File: config.mk
export PLATFORM = sky130hd
export DESIGN_NAME = tod_clock_top
export DESIGN_NICKNAME = d
export VERILOG_FILES = /design/src/rtl/tod_pkg.sv /design/src/rtl/tod_regs.sv /design/src/rtl/tod_accum.sv /design/src/rtl/tod_counter.sv /design/src/rtl/tod_clock_top.sv
export SDC_FILE = /design/constraint.sdc
export NUM_CORES = 1
export LEC_CHECK = 0
export BUFFER_PORTS_ARGS = -buffer_cell sky130_fd_sc_hd__buf_2
export CORE_MARGIN = 8
export CORE_UTILIZATION = 60
export CTS_CLUSTER_SIZE = 20
export DETAILED_ROUTE_END_ITERATION = 7
export GPL_ROUTABILITY_DRIVEN = 1
export PLACE_DENSITY_LB_ADDON = 0.2
export SYNTH_ARGS = -nofsm -noshare
export SYNTH_HDL_FRONTEND = slang
export SYNTH_HIERARCHICAL = 1
export SYNTH_SLANG_ARGS = --single-unit
File: constraint.sdc
create_clock -name clk -period 4.74 [get_ports clk]
set_clock_uncertainty 0.05 [all_clocks]
set_input_delay 0.474 -clock clk [delete_from_list [all_inputs] [get_ports clk]]
set_output_delay 0.474 -clock clk [all_outputs]
set_load 0.01 [all_outputs]
File: src/rtl/tod_pkg.sv
package tod_pkg;
  localparam int ADDR_W = 3;

  typedef enum logic [ADDR_W-1:0] {
    SEL_CTRL   = 3'd0,
    SEL_ADDEND = 3'd1,
    SEL_ACCUM  = 3'd2,
    SEL_TLO    = 3'd3,
    SEL_THI    = 3'd4
  } reg_sel_e;

  // decoded bus events, one cycle wide
  typedef struct packed {
    logic soft_rst;
    logic load_hi;
    logic rd_lo;
    logic wr_lo;
    logic wr_ctrl;
    logic wr_add;
  } bus_evt_t;
endpackage

File: src/rtl/tod_regs.sv
module tod_regs
  import tod_pkg::*;
#(
  parameter int BUS_W    = 32,
  parameter int PER_W    = 10,
  parameter int PER_LSB  = 16,
  parameter int EN_BIT   = 2,
  parameter int SRST_BIT = 5
) (
  input  logic                 clk,
  input  logic                 rst_n,
  input  logic                 wr_en,
  input  logic                 rd_en,
  input  logic [ADDR_W-1:0]    addr,
  input  logic [BUS_W-1:0]     wdata,
  output logic [BUS_W-1:0]     rdata,
  input  logic [2*BUS_W-1:0]   cnt_i,
  input  logic [BUS_W-1:0]     acc_i,
  output logic [PER_W-1:0]     period_o,
  output logic                 enable_o,
  output logic [BUS_W-1:0]     addend_o,
  output logic                 srst_o,
  output logic                 load_o,
  output logic [2*BUS_W-1:0]   load_val_o
);
  localparam int TIME_W = 2 * BUS_W;

  bus_evt_t           evt;
  logic [PER_W-1:0]   period_q;
  logic               enable_q;
  logic [BUS_W-1:0]   addend_q;
  logic [BUS_W-1:0]   lo_shadow;
  logic [BUS_W-1:0]   hi_shadow;

  function automatic logic [BUS_W-1:0] pack_ctrl(input logic [PER_W-1:0] per,
                                                 input logic en);
    logic [BUS_W-1:0] w;
    w = '0;
    w[PER_LSB +: PER_W] = per;
    w[EN_BIT] = en;
    return w;
  endfunction

  always_comb begin
    evt.wr_ctrl  = wr_en && (addr == SEL_CTRL);
    evt.wr_add   = wr_en && (addr == SEL_ADDEND);
    evt.wr_lo    = wr_en && (addr == SEL_TLO);
    evt.load_hi  = wr_en && (addr == SEL_THI);
    evt.rd_lo    = rd_en && (addr == SEL_TLO);
    evt.soft_rst = wr_en && (addr == SEL_CTRL) && wdata[SRST_BIT];
  end

  always_ff @(posedge clk or negedge rst_n) begin
    if (!rst_n) begin
      period_q <= '0;
      enable_q <= 1'b0;
      addend_q <= '0;
    end else begin
      if (evt.wr_ctrl) begin
        period_q <= wdata[PER_LSB +: PER_W];
        enable_q <= wdata[EN_BIT];
      end
      if (evt.wr_add) addend_q <= wdata;
    end
  end

  always_ff @(posedge clk or negedge rst_n) begin
    if (!rst_n) begin
      lo_shadow <= '0;
      hi_shadow <= '0;
    end else if (evt.soft_rst) begin
      lo_shadow <= '0;
      hi_shadow <= '0;
    end else begin
      if (evt.wr_lo) lo_shadow <= wdata;
      if (evt.rd_lo) hi_shadow <= cnt_i[TIME_W-1:BUS_W];
    end
  end

  always_comb begin
    rdata = '0;
    if (rd_en) begin
      case (addr)
        SEL_CTRL:   rdata = pack_ctrl(period_q, enable_q);
        SEL_ADDEND: rdata = addend_q;
        SEL_ACCUM:  rdata = acc_i;
        SEL_TLO:    rdata = cnt_i[BUS_W-1:0];
        SEL_THI:    rdata = hi_shadow;
        default:    rdata = '0;
      endcase
    end
  end

  assign period_o   = period_q;
  assign enable_o   = enable_q;
  assign addend_o   = addend_q;
  assign srst_o     = evt.soft_rst;
  assign load_o     = evt.load_hi;
  assign load_val_o = {wdata, lo_shadow};

  p_hi_latch_r7: assert property (@(posedge clk) disable iff (!rst_n)
    evt.rd_lo |=> hi_shadow == $past(cnt_i[TIME_W-1:BUS_W]));

  p_shadow_clear_r8: assert property (@(posedge clk) disable iff (!rst_n)
    evt.soft_rst |=> (lo_shadow == '0) && (hi_shadow == '0));

  p_ctrl_keep_r5: assert property (@(posedge clk) disable iff (!rst_n)
    !evt.wr_ctrl |=> $stable(period_q) && $stable(enable_q));

  p_lo_keep_r6: assert property (@(posedge clk) disable iff (!rst_n)
    !evt.wr_lo && !evt.soft_rst |=> $stable(lo_shadow));
endmodule

File: src/rtl/tod_accum.sv
module tod_accum #(
  parameter int ACC_W = 32
) (
  input  logic             clk,
  input  logic             rst_n,
  input  logic             en_i,
  input  logic             clr_i,
  input  logic [ACC_W-1:0] addend_i,
  output logic [ACC_W-1:0] acc_o,
  output logic             carry_o
);
  logic [ACC_W-1:0] acc_q;
  logic [ACC_W:0]   sum;

  function automatic logic [ACC_W:0] acc_sum(input logic [ACC_W-1:0] a,
                                             input logic [ACC_W-1:0] b);
    return {1'b0, a} + {1'b0, b};
  endfunction

  assign sum = acc_sum(acc_q, addend_i);

  always_ff @(posedge clk or negedge rst_n) begin
    if (!rst_n)      acc_q <= '0;
    else if (clr_i)  acc_q <= '0;
    else if (en_i)   acc_q <= sum[ACC_W-1:0];
  end

  assign acc_o   = acc_q;
  assign carry_o = en_i && !clr_i && sum[ACC_W];

  p_hold_off_r4: assert property (@(posedge clk) disable iff (!rst_n)
    !en_i && !clr_i |=> $stable(acc_q));

  p_clear_r8: assert property (@(posedge clk) disable iff (!rst_n)
    clr_i |=> acc_q == '0);

  p_wrap_r2: assert property (@(posedge clk) disable iff (!rst_n)
    en_i && !clr_i |=> acc_q == ACC_W'($past(acc_q) + $past(addend_i)));
endmodule

File: src/rtl/tod_counter.sv
module tod_counter #(
  parameter int TIME_W = 64,
  parameter int PER_W  = 10
) (
  input  logic              clk,
  input  logic              rst_n,
  input  logic              clr_i,
  input  logic              load_i,
  input  logic [TIME_W-1:0] load_val_i,
  input  logic              step_i,
  input  logic [PER_W-1:0]  period_i,
  output logic [TIME_W-1:0] cnt_o
);
  logic [TIME_W-1:0] cnt_q;

  function automatic logic [TIME_W-1:0] advance(input logic [TIME_W-1:0] t,
                                                input logic [PER_W-1:0] p);
    return t + TIME_W'(p);
  endfunction

  always_ff @(posedge clk or negedge rst_n) begin
    if (!rst_n)       cnt_q <= '0;
    else if (clr_i)   cnt_q <= '0;
    else if (load_i)  cnt_q <= load_val_i;
    else if (step_i)  cnt_q <= advance(cnt_q, period_i);
  end

  assign cnt_o = cnt_q;

  p_idle_hold_r3: assert property (@(posedge clk) disable iff (!rst_n)
    !clr_i && !load_i && !step_i |=> $stable(cnt_q));

  p_step_r3: assert property (@(posedge clk) disable iff (!rst_n)
    step_i && !clr_i && !load_i |=> cnt_q == $past(cnt_q) + TIME_W'($past(period_i)));

  p_load_r6: assert property (@(posedge clk) disable iff (!rst_n)
    load_i && !clr_i |=> cnt_q == $past(load_val_i));

  p_clear_r8: assert property (@(posedge clk) disable iff (!rst_n)
    clr_i |=> cnt_q == '0);
endmodule

File: src/rtl/tod_clock_top.sv
module tod_clock_top
  import tod_pkg::*;
#(
  parameter int BUS_W    = 32,
  parameter int PER_W    = 10,
  parameter int PER_LSB  = 16,
  parameter int EN_BIT   = 2,
  parameter int SRST_BIT = 5
) (
  input  logic                 clk,
  input  logic                 rst_n,
  input  logic                 bus_wr,
  input  logic                 bus_rd,
  input  logic [ADDR_W-1:0]    bus_addr,
  input  logic [BUS_W-1:0]     bus_wdata,
  output logic [BUS_W-1:0]     bus_rdata,
  output logic [2*BUS_W-1:0]   time_o
);
  localparam int TIME_W = 2 * BUS_W;

  logic [PER_W-1:0]  period;
  logic              enable;
  logic [BUS_W-1:0]  addend;
  logic              soft_rst;
  logic              load_hi;
  logic [TIME_W-1:0] load_val;
  logic [BUS_W-1:0]  acc;
  logic              carry;
  logic [TIME_W-1:0] cnt;

  tod_regs #(
    .BUS_W(BUS_W), .PER_W(PER_W), .PER_LSB(PER_LSB),
    .EN_BIT(EN_BIT), .SRST_BIT(SRST_BIT)
  ) regs_i (
    .clk(clk), .rst_n(rst_n),
    .wr_en(bus_wr), .rd_en(bus_rd), .addr(bus_addr),
    .wdata(bus_wdata), .rdata(bus_rdata),
    .cnt_i(cnt), .acc_i(acc),
    .period_o(period), .enable_o(enable), .addend_o(addend),
    .srst_o(soft_rst), .load_o(load_hi), .load_val_o(load_val)
  );

  tod_accum #(.ACC_W(BUS_W)) accum_i (
    .clk(clk), .rst_n(rst_n),
    .en_i(enable), .clr_i(soft_rst), .addend_i(addend),
    .acc_o(acc), .carry_o(carry)
  );

  tod_counter #(.TIME_W(TIME_W), .PER_W(PER_W)) counter_i (
    .clk(clk), .rst_n(rst_n),
    .clr_i(soft_rst), .load_i(load_hi), .load_val_i(load_val),
    .step_i(carry), .period_i(period), .cnt_o(cnt)
  );

  assign time_o = cnt;

  p_no_step_off_r4: assert property (@(posedge clk) disable iff (!rst_n)
    !enable && !load_hi && !soft_rst |=> $stable(time_o));
endmodule

==> metrics <==
Core Rows=55; Longest Clk Path Bufs=3; status=finished, violations left; Critical Path End Type=register; CP peak stage delay=0.60 ns; worst skew pair latency=0.52 ns; Post-Place Cells=1839; I/O Buffers=134; critical path class=reg2reg; hold_ws=-0.02148 ns; Mapped Area=13740 um^2; Root Buffer=clkbuf_16; Reg2Reg Launch Point=regs_i/addend_o[0]$_DFFE_PN0P_; Max Fclk=221.8 MHz; Synth Area in Adders=4.115%; clk sinks=203; crit share post-route=95.14%; DPL Wire Length=32120 um; mux contribution to synthesized area=5.999%; Mapped Nets=1614; initial antenna violation count=0; P_int=4943 uW; crit-path max FO=10; Slew Viols, Final=0; area share of the largest cell type after synthesis=36.96%; Final Hold Fails=5; Total Routing Usage GR=31.59%; dpl ws=0.07010 ns; Synth Register Bits=203; largest net degree at the start of global routing=104; Reg clk slew, reported paths=0.06 ns; P_sw=3398 uW; first-pass GRT wire length=70450 um; gr ovfl total=0; nets=1665; Ys Warns=6; number of global-route vias before repair=12160; Comb power frac=42.6%; failing checks=negative hold slack; Cell variety after synth=89; vias per inst=6.744; VDD IR-drop max=0.3703 mV; CTS tree=built; Synth Flop Type=dfrtp_1; startpoint class of the critical path=register; Num CTS Buffers=24; Seq/Total Area, Yosys=36.96%; Post-DRT Antenna Nets=0; post-route setup slack=0.2304 ns; post-synthesis xor/xnor area fraction=2.995%; largest family of logic cells by synthesized area=simple AND/OR/NAND/NOR gates; GP Congestion=0.9635; clock share of power=23.6%; CP Data Arrival Time=4.88 ns; Critical Path Source=regs_i/addend_o[0]$_DFFE_PN0P_; Starting Density=60.89%; WL/cell=24.29 um; largest cells by area after synthesis=dfrtp_1, a21oi_1, nand2_1; crit-path cells=ha_1 > inv_1 > fa_1 > and2b_1 > o2111ai_2 > a311oi_2 > nor3_2 > nor2_2 > a21o_4 > a21boi_0 > o22ai_4 > nand3_1 > nor2_1 > o21ai_1 > a2111oi_0 > xnor2_1 > a211oi_1; Async S/R FF share, synth=100.0%; DIE HEIGHT=167.4 um; total power=8341 uW; DRT Pass-1 Iters=7; area share of and/or/nand/nor cells after synthesis=21.66%; # DRC=0; Die ar.=28010 um^2; Synth Instances=1531; DRT Wirelength=45740 um; drt initial violations=1441; Crit path required time=5.11 ns; Maximum Capacitance Violations=0; Post-synth EDFFs=0; htree depth=1; Core Area=22570 um^2; Die Width=167.4 um; static leakage=0.006418 uW; Synth area leader=dfrtp_1; most common cell after layout, fill and taps aside=dfrtp_1; Worst-Margin Slew=1.317 ns; Hold Buf Count CTS=0; crit path time final=4.510 ns; DR vias=12700; Core Util, Final=66.56%; Layout Area Growth over Synthesis=9.313%; CP max-delay cell=a2111oi_0; Power Density=555.2 nW/um^2; Setup-failing EPs final=0; Mapped Avg Cell Area=8.977 um^2; antenna diode count=0; non-filler cells, final=1883; layout cells sized above 1=17.21%; sequential power share=33.8%; Slew headroom=12.11%; worst hold path type=in2async; sw frac=40.74%; Compound-Gate Fraction of Synth Area=20.96%; most frequent cells in the layout=dfrtp_1, nand2_1, a21oi_1, buf_2, nor2_1; num ports=135
-- worst max-delay path: cells and delay by family (launching register included) --
| kind | cells | cell delay (ns) |
|---|---|---|
| xor gates and xnor gates | 1 | 0.12 |
| adders and majority gates | 2 | 0.57 |
| AOI/OAI and AO/OA | 8 | 2.31 |
| and+or+nand+nor | 5 | 0.90 |
| buffers and inverters | 1 | 0.05 |
| DFF | 1 | 0.38 |
-- power groups by stage --
stage	clock network [uW]	registers [uW]	logic (uW)
2_1_floorplan	0	2640	2620
3_3_place_gp	0	2810	3380
3_5_place_dp	0	2820	3450
4_1_cts	1980	2790	3480
5_1_grt	2050	2870	3910
6_report	1970	2820	3550
-- repair_timing --
action,4_1_cts,5_1_grt
setup endpoints to repair,0,35
resized for setup,0,7
setup buffers,0,2
-- stage by stage --
| stage | setup TNS [ns] | area [um^2] |
|---|---|---|
| floorplan | 0 | 13740 |
| global placement | 0 | 14140 |
| detailed placement | 0 | 14140 |
| CTS | 0 | 14980 |
| global route | -0.2509 | 15020 |
| finish | 0 | 15020 |
-- worst paths after layout --
check / to / slack, ns / depth (start not counted)
min reg2reg: counter_i/cnt_o[15]$_DFFE_PN0P_ / 0.44 / 2
min in group clk: regs_i/lo_shadow[30]$_DFFE_PN0P_ / 0.20 / 3
max in group asynchronous: regs_i/period_o[6]$_DFFE_PN0P_ / 3.59 / 2
max reg2reg: counter_i/cnt_o[38]$_DFFE_PN0P_ / 0.23 / 17
max: counter_i/cnt_o[38]$_DFFE_PN0P_ / 0.23 / 17
min: regs_i/lo_shadow[29]$_DFFE_PN0P_ / -0.02 / 1
-- sequential cells by signal (all words and copies together) (netlist names) --
register and count:
regs_i/enable_o 1, regs_i/addend_o 32, counter_i/cnt_o 64, regs_i/hi_shadow 32, accum_i/acc_o 32, regs_i/lo_shadow 32
regs_i/period_o 10
-- cells in the mapped netlist, drive strengths merged (17+ instances only) --
master / n
dfrtp: 203
nand2: 195
a21oi: 151
nor2: 105
buf: 88
nand3b: 66
o21ai: 56
a21o: 54
clkbuf: 52
nand3: 43
ha: 42
a211oi: 35
mux2i: 34
inv: 33
mux2: 33
xnor2: 32
nand4: 26
a22oi: 23
a311oi: 21
o31ai: 17
-- per-layer routing --
metal	vias to the layer above	track usage [%]	share of wire, %
li1	5688	-	-
met1	6240	43.17	41
met2	643	48.63	45
met3	128	7.312	10
met4	0	10.87	3.5
met5	-	0	0
-- kinds of logic after synthesis --
group                      Yosys count
muxes                               67
DFF                                203
and+or+nand+nor                    564
buffers and inverters              173
xor gates and xnor gates            47
AOI/OAI and AO/OA                  433
adders and majority gates           44
-- cell type report --
type                       count  area [um^2]
clock buffer                  37        740.7
clock inverter                 5        102.6
fill                        1942         7547
inverter                      33        123.9
multi-input combinational   1155         7696
sequential                   203         5080
tap                          285        356.6
timing repair buffer         165        924.6
(Power assumes the default switching activity.)
